**config.mk**
```make
export PLATFORM = sky130hd
export DESIGN_NAME = lcd_com_scan
export DESIGN_NICKNAME = d
export VERILOG_FILES = /design/src/rtl/lcd_com_pkg.sv /design/src/rtl/lcd_edge_det.sv /design/src/rtl/lcd_scan_reg.sv /design/src/rtl/lcd_level_enc.sv /design/src/rtl/lcd_com_scan.sv
export SDC_FILE = /design/constraint.sdc
export NUM_CORES = 1
export LEC_CHECK = 0
export ABC_CLOCK_PERIOD_IN_PS = 4300
export BUFFER_PORTS_ARGS = -buffer_cell sky130_fd_sc_hd__buf_2
export CORE_ASPECT_RATIO = 2
export CORE_MARGIN = 4
export CORE_UTILIZATION = 46
export CTS_CLUSTER_DIAMETER = 50
export DETAILED_ROUTE_END_ITERATION = 16
export GPL_TIMING_DRIVEN = 0
export PLACE_DENSITY = 0.73
export SYNTH_ARGS = -nofsm -noshare
export SYNTH_HDL_FRONTEND = slang
export SYNTH_SLANG_ARGS = --single-unit
```
**constraint.sdc**
```tcl
create_clock -name clk -period 4.3 [get_ports clk]
set_input_delay 0.215 -clock clk [delete_from_list [all_inputs] [get_ports clk]]
set_output_delay 0.215 -clock clk [all_outputs]
set_load 0.05 [all_outputs]
```
**src/rtl/lcd_com_pkg.sv**
```systemverilog
package lcd_com_pkg;

  typedef enum logic [1:0] {
    LV_TOP   = 2'b00,
    LV_UPMID = 2'b01,
    LV_LOMID = 2'b10,
    LV_BOT   = 2'b11
  } lvl_e;

  // Drive level for one row from its scan bit, frame polarity and display enable.
  function automatic lvl_e com_level(input logic row_bit, input logic inv, input logic on);
    lvl_e r;
    if (!on)          r = LV_TOP;
    else if (row_bit) r = inv ? LV_TOP   : LV_BOT;
    else              r = inv ? LV_LOMID : LV_UPMID;
    return r;
  endfunction

  // Index of the stage whose content leaves as the cascade bit.
  function automatic int tail_index(input logic dual, input logic rev, input int rows);
    int r;
    if (!rev) r = dual ? (rows / 2) - 1 : rows - 1;
    else      r = dual ? (rows / 2)     : 0;
    return r;
  endfunction

endpackage

```
**src/rtl/lcd_edge_det.sv**
```systemverilog
module lcd_edge_det (
  input  logic clk,
  input  logic rst,
  input  logic lvl_i,
  input  logic en_i,
  output logic pulse_o
);
  logic lvl_q;

  always_ff @(posedge clk) begin
    if (rst) lvl_q <= 1'b1;
    else     lvl_q <= lvl_i;
  end

  assign pulse_o = en_i & lvl_i & ~lvl_q;
endmodule

```
**src/rtl/lcd_scan_reg.sv**
```systemverilog
module lcd_scan_reg #(
  parameter int ROWS = 80
) (
  input  logic            clk,
  input  logic            rst,
  input  logic            step_i,
  input  logic            dual_i,
  input  logic            rev_i,
  input  logic            left_i,
  input  logic            mid_i,
  input  logic            right_i,
  output logic [ROWS-1:0] rows_o,
  output logic            casc_o
);
  import lcd_com_pkg::*;
  localparam int HALF = ROWS / 2;

  logic [ROWS-1:0] rows_q;
  logic [ROWS-1:0] nxt;

  for (genvar i = 0; i < ROWS; i++) begin : g_bit
    logic from_lo, from_hi;
    if (i == 0) begin : g_lo_edge
      assign from_lo = left_i;
    end else if (i == HALF) begin : g_lo_split
      assign from_lo = dual_i ? mid_i : rows_q[i-1];
    end else begin : g_lo_chain
      assign from_lo = rows_q[i-1];
    end
    if (i == ROWS - 1) begin : g_hi_edge
      assign from_hi = right_i;
    end else if (i == HALF - 1) begin : g_hi_split
      assign from_hi = dual_i ? mid_i : rows_q[i+1];
    end else begin : g_hi_chain
      assign from_hi = rows_q[i+1];
    end
    assign nxt[i] = rev_i ? from_hi : from_lo;
  end

  always_ff @(posedge clk) begin
    if (rst)         rows_q <= '0;
    else if (step_i) rows_q <= nxt;
  end

  assign rows_o = rows_q;
  assign casc_o = rows_q[tail_index(dual_i, rev_i, ROWS)];
endmodule

```
**src/rtl/lcd_level_enc.sv**
```systemverilog
module lcd_level_enc #(
  parameter int ROWS = 80
) (
  input  logic [ROWS-1:0]   rows_i,
  input  logic              frame_inv_i,
  input  logic              disp_en_i,
  output logic [2*ROWS-1:0] lvl_o
);
  import lcd_com_pkg::*;

  for (genvar i = 0; i < ROWS; i++) begin : g_row
    assign lvl_o[2*i +: 2] = com_level(rows_i[i], frame_inv_i, disp_en_i);
  end
endmodule

```
**src/rtl/lcd_com_scan.sv**
```systemverilog
module lcd_com_scan #(
  parameter int ROWS = 80
) (
  input  logic              clk,
  input  logic              rst,
  input  logic              com_mode,
  input  logic              line_clk,
  input  logic              dual_sel,
  input  logic              dir_rev,
  input  logic              frame_inv,
  input  logic              disp_en,
  input  logic              pad_l_i,
  input  logic              pad_m_i,
  input  logic              pad_r_i,
  output logic              pad_l_o,
  output logic              pad_l_oe,
  output logic              pad_r_o,
  output logic              pad_r_oe,
  output logic [2*ROWS-1:0] row_lvl
);
  // Named internal events, observed by the bound checker.
  logic            shift_evt;
  logic [ROWS-1:0] scan_q;
  logic            casc_bit;

  lcd_edge_det u_edge (
    .clk     (clk),
    .rst     (rst),
    .lvl_i   (line_clk),
    .en_i    (com_mode),
    .pulse_o (shift_evt)
  );

  lcd_scan_reg #(.ROWS(ROWS)) u_reg (
    .clk     (clk),
    .rst     (rst),
    .step_i  (shift_evt),
    .dual_i  (dual_sel),
    .rev_i   (dir_rev),
    .left_i  (pad_l_i),
    .mid_i   (pad_m_i),
    .right_i (pad_r_i),
    .rows_o  (scan_q),
    .casc_o  (casc_bit)
  );

  lcd_level_enc #(.ROWS(ROWS)) u_enc (
    .rows_i      (scan_q),
    .frame_inv_i (frame_inv),
    .disp_en_i   (disp_en),
    .lvl_o       (row_lvl)
  );

  // The pad the scan travels towards becomes the cascade output.
  assign pad_l_oe = com_mode &  dir_rev;
  assign pad_r_oe = com_mode & ~dir_rev;
  assign pad_l_o  = pad_l_oe & casc_bit;
  assign pad_r_o  = pad_r_oe & casc_bit;
endmodule

```
==> results by group, run 1 <==
Detailed routing
  • Post-detailed-route DRC marker count: 0
  • DRT antenna net count: 0
  • Violation count after the first detailed-route iteration: around 130
  • Routed wirelength normalized by instance count: roughly 14 um
  • Post-DR vias/cell: 4.95
  • Via Count: 4872
  • Iteration count of the initial detailed-routing pass: 4
  • Sum of routed wire length over all layers: around 14 mm

Floorplan
  • Ports placed on the boundary: ~180
  • Row count: 57
  • Placeable core region: 12100 sq um
  • Die Area: between 10000 and 15000 sq um
  • Height of the die: around 160 um
  • Horiz. Die Dim: around 86 um
  • Starting density of the core: a little under half

Timing
  • Final setup violating endpoints: 0
  • Final period util: ~55%
  • Worst Tran Pin Value: ~0.58 ns
  • Fin Clk Skew: about 0.0040 ns
  • Setup total negative slack: 0 ns
  • Worst slew margin relative to its limit: roughly 60%
  • Hold Violations, Final: 0
  • Worst Hold Margin: between 0.09 and 0.1 ns
  • Shortest period the worst path allows: approximately 2.4 ns
  • Final Max Slew Viols: 0
  • RSZ-0062 raised after global routing: no
  • Highest achievable clock rate: 423 MHz

Final layout
  • Share of post-route cells with drive strength above 1: about a third
  • Count of filler cells inserted in the layout: 1139
  • Final Instance Count excl. Fillers: roughly 990
  • Final layout net count: approximately 860
  • Area Growth Syn to Fin: 24.9%
  • Area taken by multi-input logic gates: 3210 sq um
  • Sequential cell area: between 1500 and 2000 sq um
  • Final standard cell utilization of the core: 58.2%
  • Diodes inserted: 0
  • Post-route design area: a little over 7000 sq um

Global routing
  • Largest net degree at the start of global routing: roughly 50
  • Global-route wire length before repair: approximately 23 mm
  • Via count of the first global-routing pass: 4597
  • Remaining Overflow, GRT: 0
  • Number of antenna violations at the first check in global routing: 0
  • Overall global routing resource usage: between 10% and 20%

Logic synthesis
  • Post-Synthesis Mean Instance Area: 8.65 sq um
  • Yosys reg bits: 81
  • Total number of yosys warnings: 0
  • Cell Area, Synth: around 5700 sq um
  • Synthesized net count: 675
  • Synth area leaders: sky130_fd_sc_hd__dfxtp_1 29%, sky130_fd_sc_hd__mux2i_1 15%, sky130_fd_sc_hd__xor2_1 12%
  • Distinct cell type count after synthesis: 23
  • Sequential element share of the synthesized area: between 20% and 30%
  • Leading area contributor after synthesis: sky130_fd_sc_hd__dfxtp_1
  • Post-synthesis instance total: roughly 650
  • Share of Yosys cell area claimed by the top area cell type: between 20% and 30%

Pwr
  • Power per cell area: roughly 350 nW/um^2
  • IR drop worst, VDD: around 0.00024 V
  • Total leakage power: between 3 and 4 nW

Outcome
  • Result of the run: completed

Worst setup path
  • Critical Path Fanout Max: 7
  • Critical path data required time: 4.09 ns
  • Stage delay of the slowest cell on the critical path: around 0.42 ns
  • Delay-heaviest family, CP: buffers and inverters
  • Count of buffering cells on the critical path with inverters included: 3
  • Worst Setup End Kind: primary output
  • Crit Path Class: input port to primary output
  • Arrival time at the worst endpoint: approximately 2.2 ns
  • Cell chain of the critical path: clkbuf_1 -> inv_1 -> ha_1 -> mux4_2 -> a2111oi_2 -> nor3_1 -> buf_2
  • Critical path startpoint category: input port
  • Slowest cell on the critical path: sky130_fd_sc_hd__a2111oi_2

Placement
  • RD Place Congestion: about 0.81
  • Total placed instance area: ~6700 sq um
  • Placed cell count: 970
  • Count of buffers from port buffering: around 170
  • Dpl hpwl: between 10 and 15 mm

Clocking
  • Clock tree from TritonCTS: yes
  • CTS root buf: sky130_fd_sc_hd__clkbuf_16
  • Clock slew seen by the registers of the worst setup and hold paths: around 0.060 ns
  • Number of clock sinks: slightly above 80
  • Number of buffers on the longest clock path: 2
  • Insertion delay to the later sink of the worst-skew pair: between 0.3 and 0.4 ns
  • Total clock buffers created by CTS: 9
  • H-tree lvl count: 3
  • Quantity of gates resized following cts: 0
  • Hold-fix buffers, CTS: 0
  • Buffer count from post-CTS setup fixing: 0

Job
  • Number of max-cap violations: 0

Hold path
  • Hold Path Class: input port to flop
## power breakdown
part / switching [mW] / leakage (nW) / total, mW / internal [mW]
Combinational: 0.521 / 2.71 / 0.740 / 0.219
Sequential: 0.0342 / 0.658 / 0.812 / 0.777
Clock: 0.305 / 0.172 / 0.903 / 0.598
## logic make-up after synthesis
logic type	after synthesis	share of synthesized area, %
compound gates	91	12.1
mux	84	15.1
xor+xnor	75	11.6
buf+inv	137	14.7
simple gates	174	15.4
flops	81	28.7
fa+ha+maj	11	2.44
## cells in the final DEF, fill, tap and decap left out, types with 2 or more instances in the layout
cell,count
sky130_fd_sc_hd__and2_1,82
sky130_fd_sc_hd__o211ai_1,2
sky130_fd_sc_hd__o21a_1,6
sky130_fd_sc_hd__buf_1,2
sky130_fd_sc_hd__xor2_1,75
sky130_fd_sc_hd__buf_4,74
sky130_fd_sc_hd__ha_1,11
sky130_fd_sc_hd__clkbuf_16,9
sky130_fd_sc_hd__clkbuf_1,29
sky130_fd_sc_hd__a21oi_1,2
sky130_fd_sc_hd__nand2_1,3
sky130_fd_sc_hd__dfxtp_1,81
sky130_fd_sc_hd__bufinv_16,3
sky130_fd_sc_hd__nor3_1,4
sky130_fd_sc_hd__a211oi_1,79
sky130_fd_sc_hd__nor2_1,82
sky130_fd_sc_hd__inv_1,8
sky130_fd_sc_hd__buf_2,192
sky130_fd_sc_hd__mux2i_1,83
sky130_fd_sc_hd__clkbuf_8,2
## cells in the mapped netlist (all sizes together)
library cell,n
a2111oi,1
a211oi,79
a21oi,2
and2,82
buf,100
clkbuf,29
dfxtp,81
ha,11
inv,8
mux2i,83
mux4,1
nand2,3
nor2,82
nor2b,2
nor3,4
o211ai,2
o21a,6
o21ai,1
or2,1
xor2,75
## path summary, 6_finish.rpt
kind / startpoint / endpoint / slack [ns] / cells past startpoint
worst min-delay path: line_clk / u_edge.lvl_q / 0.09 / 2
worst max-delay path: dual_sel / pad_r_o / 1.93 / 7
worst max register to register: u_edge.lvl_q / u_reg.rows_o[66] / 2.71 / 4
worst min register to register: u_reg.rows_o[16] / u_reg.rows_o[16] / 0.54 / 2
## sequential cells by signal, summed over array words and instances (netlist names)
name	count
u_reg.rows_o	80
u_edge.lvl_q	1
## layer usage
metal  wire length, um  vias to the layer above  global-route usage (%)
li1                  -                     2484                       -
met1              5490                     2219                    21.7
met2              7130                      146                    35.8
met3               891                       23                    3.44
met4               359                        0                    7.66
met5                 0                        -                       0
## metrics by stage
stage / power (mW) / setup slack, ns
2_1_floorplan: 1.43 / 1.30
3_3_place_gp: 1.57 / 0.890
3_5_place_dp: 1.57 / 1.94
4_1_cts: 2.47 / 1.93
5_1_grt: 2.55 / 1.75
6_report: 2.45 / 1.93
## cell type report
type                       instances  share of cell area [%]
buffer                           129                    11.3
clock inverter                     4                    1.40
tap                              147                    2.60
sequential                        81                    23.0
timing repair buffer             170                    12.3
inverter                           8                   0.425
multi-input combinational        435                    45.5
clock buffer                      11                    3.58
(Power assumes the default switching activity.)
==> run 2: changes to the inputs <==
- ABC_CLOCK_PERIOD_IN_PS: 4300 -> 2100
- PLACE_DENSITY: 0.73 -> 0.76
- clock period: 4.3 -> 2.1 ns (I/O delays scaled with it)
==> run 2 against run 1 <==
Against the previous run: via count grew 1.1%; clock power grew 86%; core utilization shrank 0.15 points; clock-buffer cell count decreased by 1; global-route usage is 0.64 points higher; hold slack better by 0.029 ns; clock skew is 0.0038 ns higher; final cell count is 0.10% higher; power is 98% higher; final area decreased by 0.27%; sequential share of layout area grew 0.061 points; combinational power rose by 110%; critical path type is now flop to primary output; highest routed layer unchanged.
==> results by group, run 2 (synthesis results as in run 1) <==
Final layout
  • Post-route design area: 7040 sq um (-0.27%)
  • Area Growth Syn to Fin: 24.6%
  • Share of post-route cells with drive strength above 1: 34.2% (-0.041 points)
  • Final layout net count: 857 (+0.12%)
  • Largest register FFs: 80 (unchanged)
  • Final standard cell utilization of the core: 58.1% (-0.15 points)
  • Sequential cell area: 1620 sq um (unchanged)
  • Area taken by multi-input logic gates: 3240 sq um (+0.82%)
  • Final Instance Count excl. Fillers: 986 (+0.10%)
  • Most frequent cells in the layout: 190 x sky130_fd_sc_hd__buf_2, 83 x sky130_fd_sc_hd__mux2i_1, 82 x sky130_fd_sc_hd__and2_1, 82 x sky130_fd_sc_hd__nor2_1, 81 x sky130_fd_sc_hd__dfxtp_1
  • Count of filler cells inserted in the layout: 1132 (-0.61%)
  • Diodes inserted: 0 (unchanged)
  • Most common cell after layout, fill and taps aside: sky130_fd_sc_hd__buf_2

Outcome
  • Result of the run: completed

Clocking
  • Clock slew seen by the registers of the worst setup and hold paths: 0.06 ns (about the same)
  • Buffer count from post-CTS setup fixing: 0 (unchanged)
  • Total clock buffers created by CTS: 9 (unchanged)
  • Number of clock sinks: 81 (unchanged)
  • CTS root buf: sky130_fd_sc_hd__clkbuf_16
  • H-tree lvl count: 3 (unchanged)
  • Clock tree from TritonCTS: yes
  • Number of buffers on the longest clock path: 2 (unchanged)
  • Insertion delay to the later sink of the worst-skew pair: 0.34 ns (about the same)

Placement
  • Count of buffers from port buffering: 169 (unchanged)
  • Total placed instance area: 6690 sq um (-0.30%)
  • RD Place Congestion: 0.804 (-0.17%)
  • Dpl hpwl: 10.8 mm (+1.6%)
  • Placed cell count: 969 (-0.10%)

Floorplan
  • Height of the die: 165 um (unchanged)
  • Horiz. Die Dim: 86.4 um (unchanged)
  • Placeable core region: 12100 sq um (unchanged)
  • Ports placed on the boundary: 175 (unchanged)
  • Row count: 57 (unchanged)
  • Die Area: 14200 sq um (unchanged)
  • Starting density of the core: 46.6% (unchanged)

Detailed routing
  • Post-detailed-route DRC marker count: 0 (unchanged)
  • DRT antenna net count: 0 (unchanged)
  • Sum of routed wire length over all layers: 14.2 mm (+2.6%)
  • Via Count: 4926 (+1.1%)
  • Post-DR vias/cell: 5.00 (+1.0%)
  • Routed wirelength normalized by instance count: 14.4 um (+2.5%)
  • Violation count after the first detailed-route iteration: 194 (+47%)
  • Iteration count of the initial detailed-routing pass: 4 (unchanged)

Worst setup path
  • Critical path data required time: 2.00 ns (-2.09 ns)
  • Delay-heaviest family, CP: multiplexers
  • Slowest cell on the critical path: sky130_fd_sc_hd__mux4_2
  • Count of buffering cells on the critical path with inverters included: 1 (-2)
  • Crit Path Class: flop to primary output
  • Worst R2R Start: u_edge.lvl_q
  • Arrival time at the worst endpoint: 1.95 ns (-0.20 ns)
  • Critical Path Fanout Max: 5 (-2)
  • Worst Setup End Kind: primary output
  • Critical path startpoint category: flop
  • Stage delay of the slowest cell on the critical path: 0.52 ns (+0.10 ns)
  • Critical path startpoint: u_reg.rows_o[39]
  • Cell chain of the critical path: mux4_2 -> a2111oi_4 -> nor3_1 -> buf_4

Hold path
  • Hold Path Class: input port to flop
  • Start point of the worst hold path: pad_l_i

Pwr
  • Share of total power in the clock network: 34.5% (-2.3 points)
  • Power Internal: 3.08 mW (+93%)
  • Total leakage power: 3.53 nW (-0.42%)
  • Switching pwr: 1.78 mW (+110%)
  • Combinational cell fraction of total power: 31.4% (+1.2 points)
  • IR drop worst, VDD: 0.000436 V (+81%)
  • Switching power as a share of total power: 36.7% (+1.6 points)
  • Relative contribution of sequential cells to total power: 34.2% (+1.1 points)
  • Power per cell area: 691 nW/um^2 (+99%)

Job
  • Number of max-cap violations: 0 (unchanged)

Global routing
  • Via count of the first global-routing pass: 4700 (+2.2%)
  • Largest net degree at the start of global routing: 39 (-20%)
  • Global-route wire length before repair: 23.3 mm (+2.5%)
  • Overall global routing resource usage: 20.1% (+0.64 points)
  • Remaining Overflow, GRT: 0 (unchanged)
  • Number of antenna violations at the first check in global routing: 0 (unchanged)

Timing
  • Highest achievable clock rate: around 500 MHz
  • Final setup violating endpoints: 0 (unchanged)
  • Final period util: between 90% and 100%
  • Worst Tran Pin Value: 0.737 ns (+0.156 ns)
  • Final Max Slew Viols: 0 (unchanged)
  • Worst slew margin relative to its limit: 50.8% (-11 points)
  • Hold Violations, Final: 0 (unchanged)
  • RSZ-0062 raised after global routing: yes
  • Shortest period the worst path allows: ~2.1 ns
  • Fin Clk Skew: 0.00772 ns (+0.00376 ns)
run 2: cell count changes in the layout (fill, tap and decap cells not counted), sizes merged:
cell	before	now
nor2b	2	3
clkinv	0	2
buf	270	269
clkbuf	40	39
inv	9	8
dlygate4sd3	0	1
bufinv	3	2
clkinvlp	0	1
run 2: power groups by stage:
stage               Combinational (mW)  Clock (mW)  Sequential (mW)
global placement                  1.52           0             1.70
floorplan                         1.25           0             1.67
CTS                               1.54        1.68             1.66
finish                            1.53        1.68             1.66
detailed placement                1.53           0             1.70
global route                      1.63        1.76             1.67
run 2: repair_timing:
action | 4_1_cts | 5_1_grt
cloned | 1 | 0
hold buffers | 1 | 0
endpoints found under the setup margin | 77 | 2
hold endpoints to repair | 1 | 0
gates resized for setup | 5 | 0
pin swaps | 0 | 1
run 2: final timing paths:
check / depth (start not counted) / end / slack (ns)
worst max-delay path: 4 / pad_r_o / 0.05
worst min-delay path: 3 / u_reg.rows_o[0] / 0.12
worst max register to register: 5 / u_reg.rows_o[18] / 0.56
worst min register to register: 2 / u_reg.rows_o[57] / 0.54
run 2: worst register-to-register path: stages (launching register included):
cell	delay, ns
sky130_fd_sc_hd__dfxtp_1	0.30
sky130_fd_sc_hd__nor2_1	0.25
sky130_fd_sc_hd__buf_2	0.29
sky130_fd_sc_hd__buf_2	0.27
sky130_fd_sc_hd__nor2_1	0.09
sky130_fd_sc_hd__a211oi_1	0.25
run 2: metal layers:
| metal | up-vias | GRT usage (%) | wire length [um] |
|---|---|---|---|
| met4 | 0 | 6.88 | 288 |
| met3 | 20 | 4.94 | 1150 |
| met2 | 181 | 36.7 | 7420 |
| met1 | 2242 | 22.3 | 5380 |
| li1 | 2483 | - | - |
| met5 | - | 0 | 0 |
run 2: area by class of cell:
class | instances | share of cell area (%)
Buffer | 129 | 11.4
Clock buffer | 10 | 3.25
Clock inverter | 5 | 1.15
Inverter | 8 | 0.426
Multi-Input combinational cell | 436 | 45.9
Sequential cell | 81 | 23.0
Tap cell | 147 | 2.61
Timing Repair Buffer | 170 | 12.2
run 2: per-stage QoR:
| stage | hold slack (ns) | setup WS [ns] | power [mW] | TNS, ns |
|---|---|---|---|---|
| after detailed placement | 0.315 | -0.314 | 3.22 | -22.89 |
| after global routing | 0.147 | -0.0110 | 5.06 | -0.0180 |
| final | 0.122 | 0.0490 | 4.86 | 0 |
| after global placement | 0.312 | -0.289 | 3.21 | -21.24 |
| after floorplan | 0.212 | -0.302 | 2.92 | -0.604 |
| after CTS | 0.124 | 0.00714 | 4.88 | 0 |
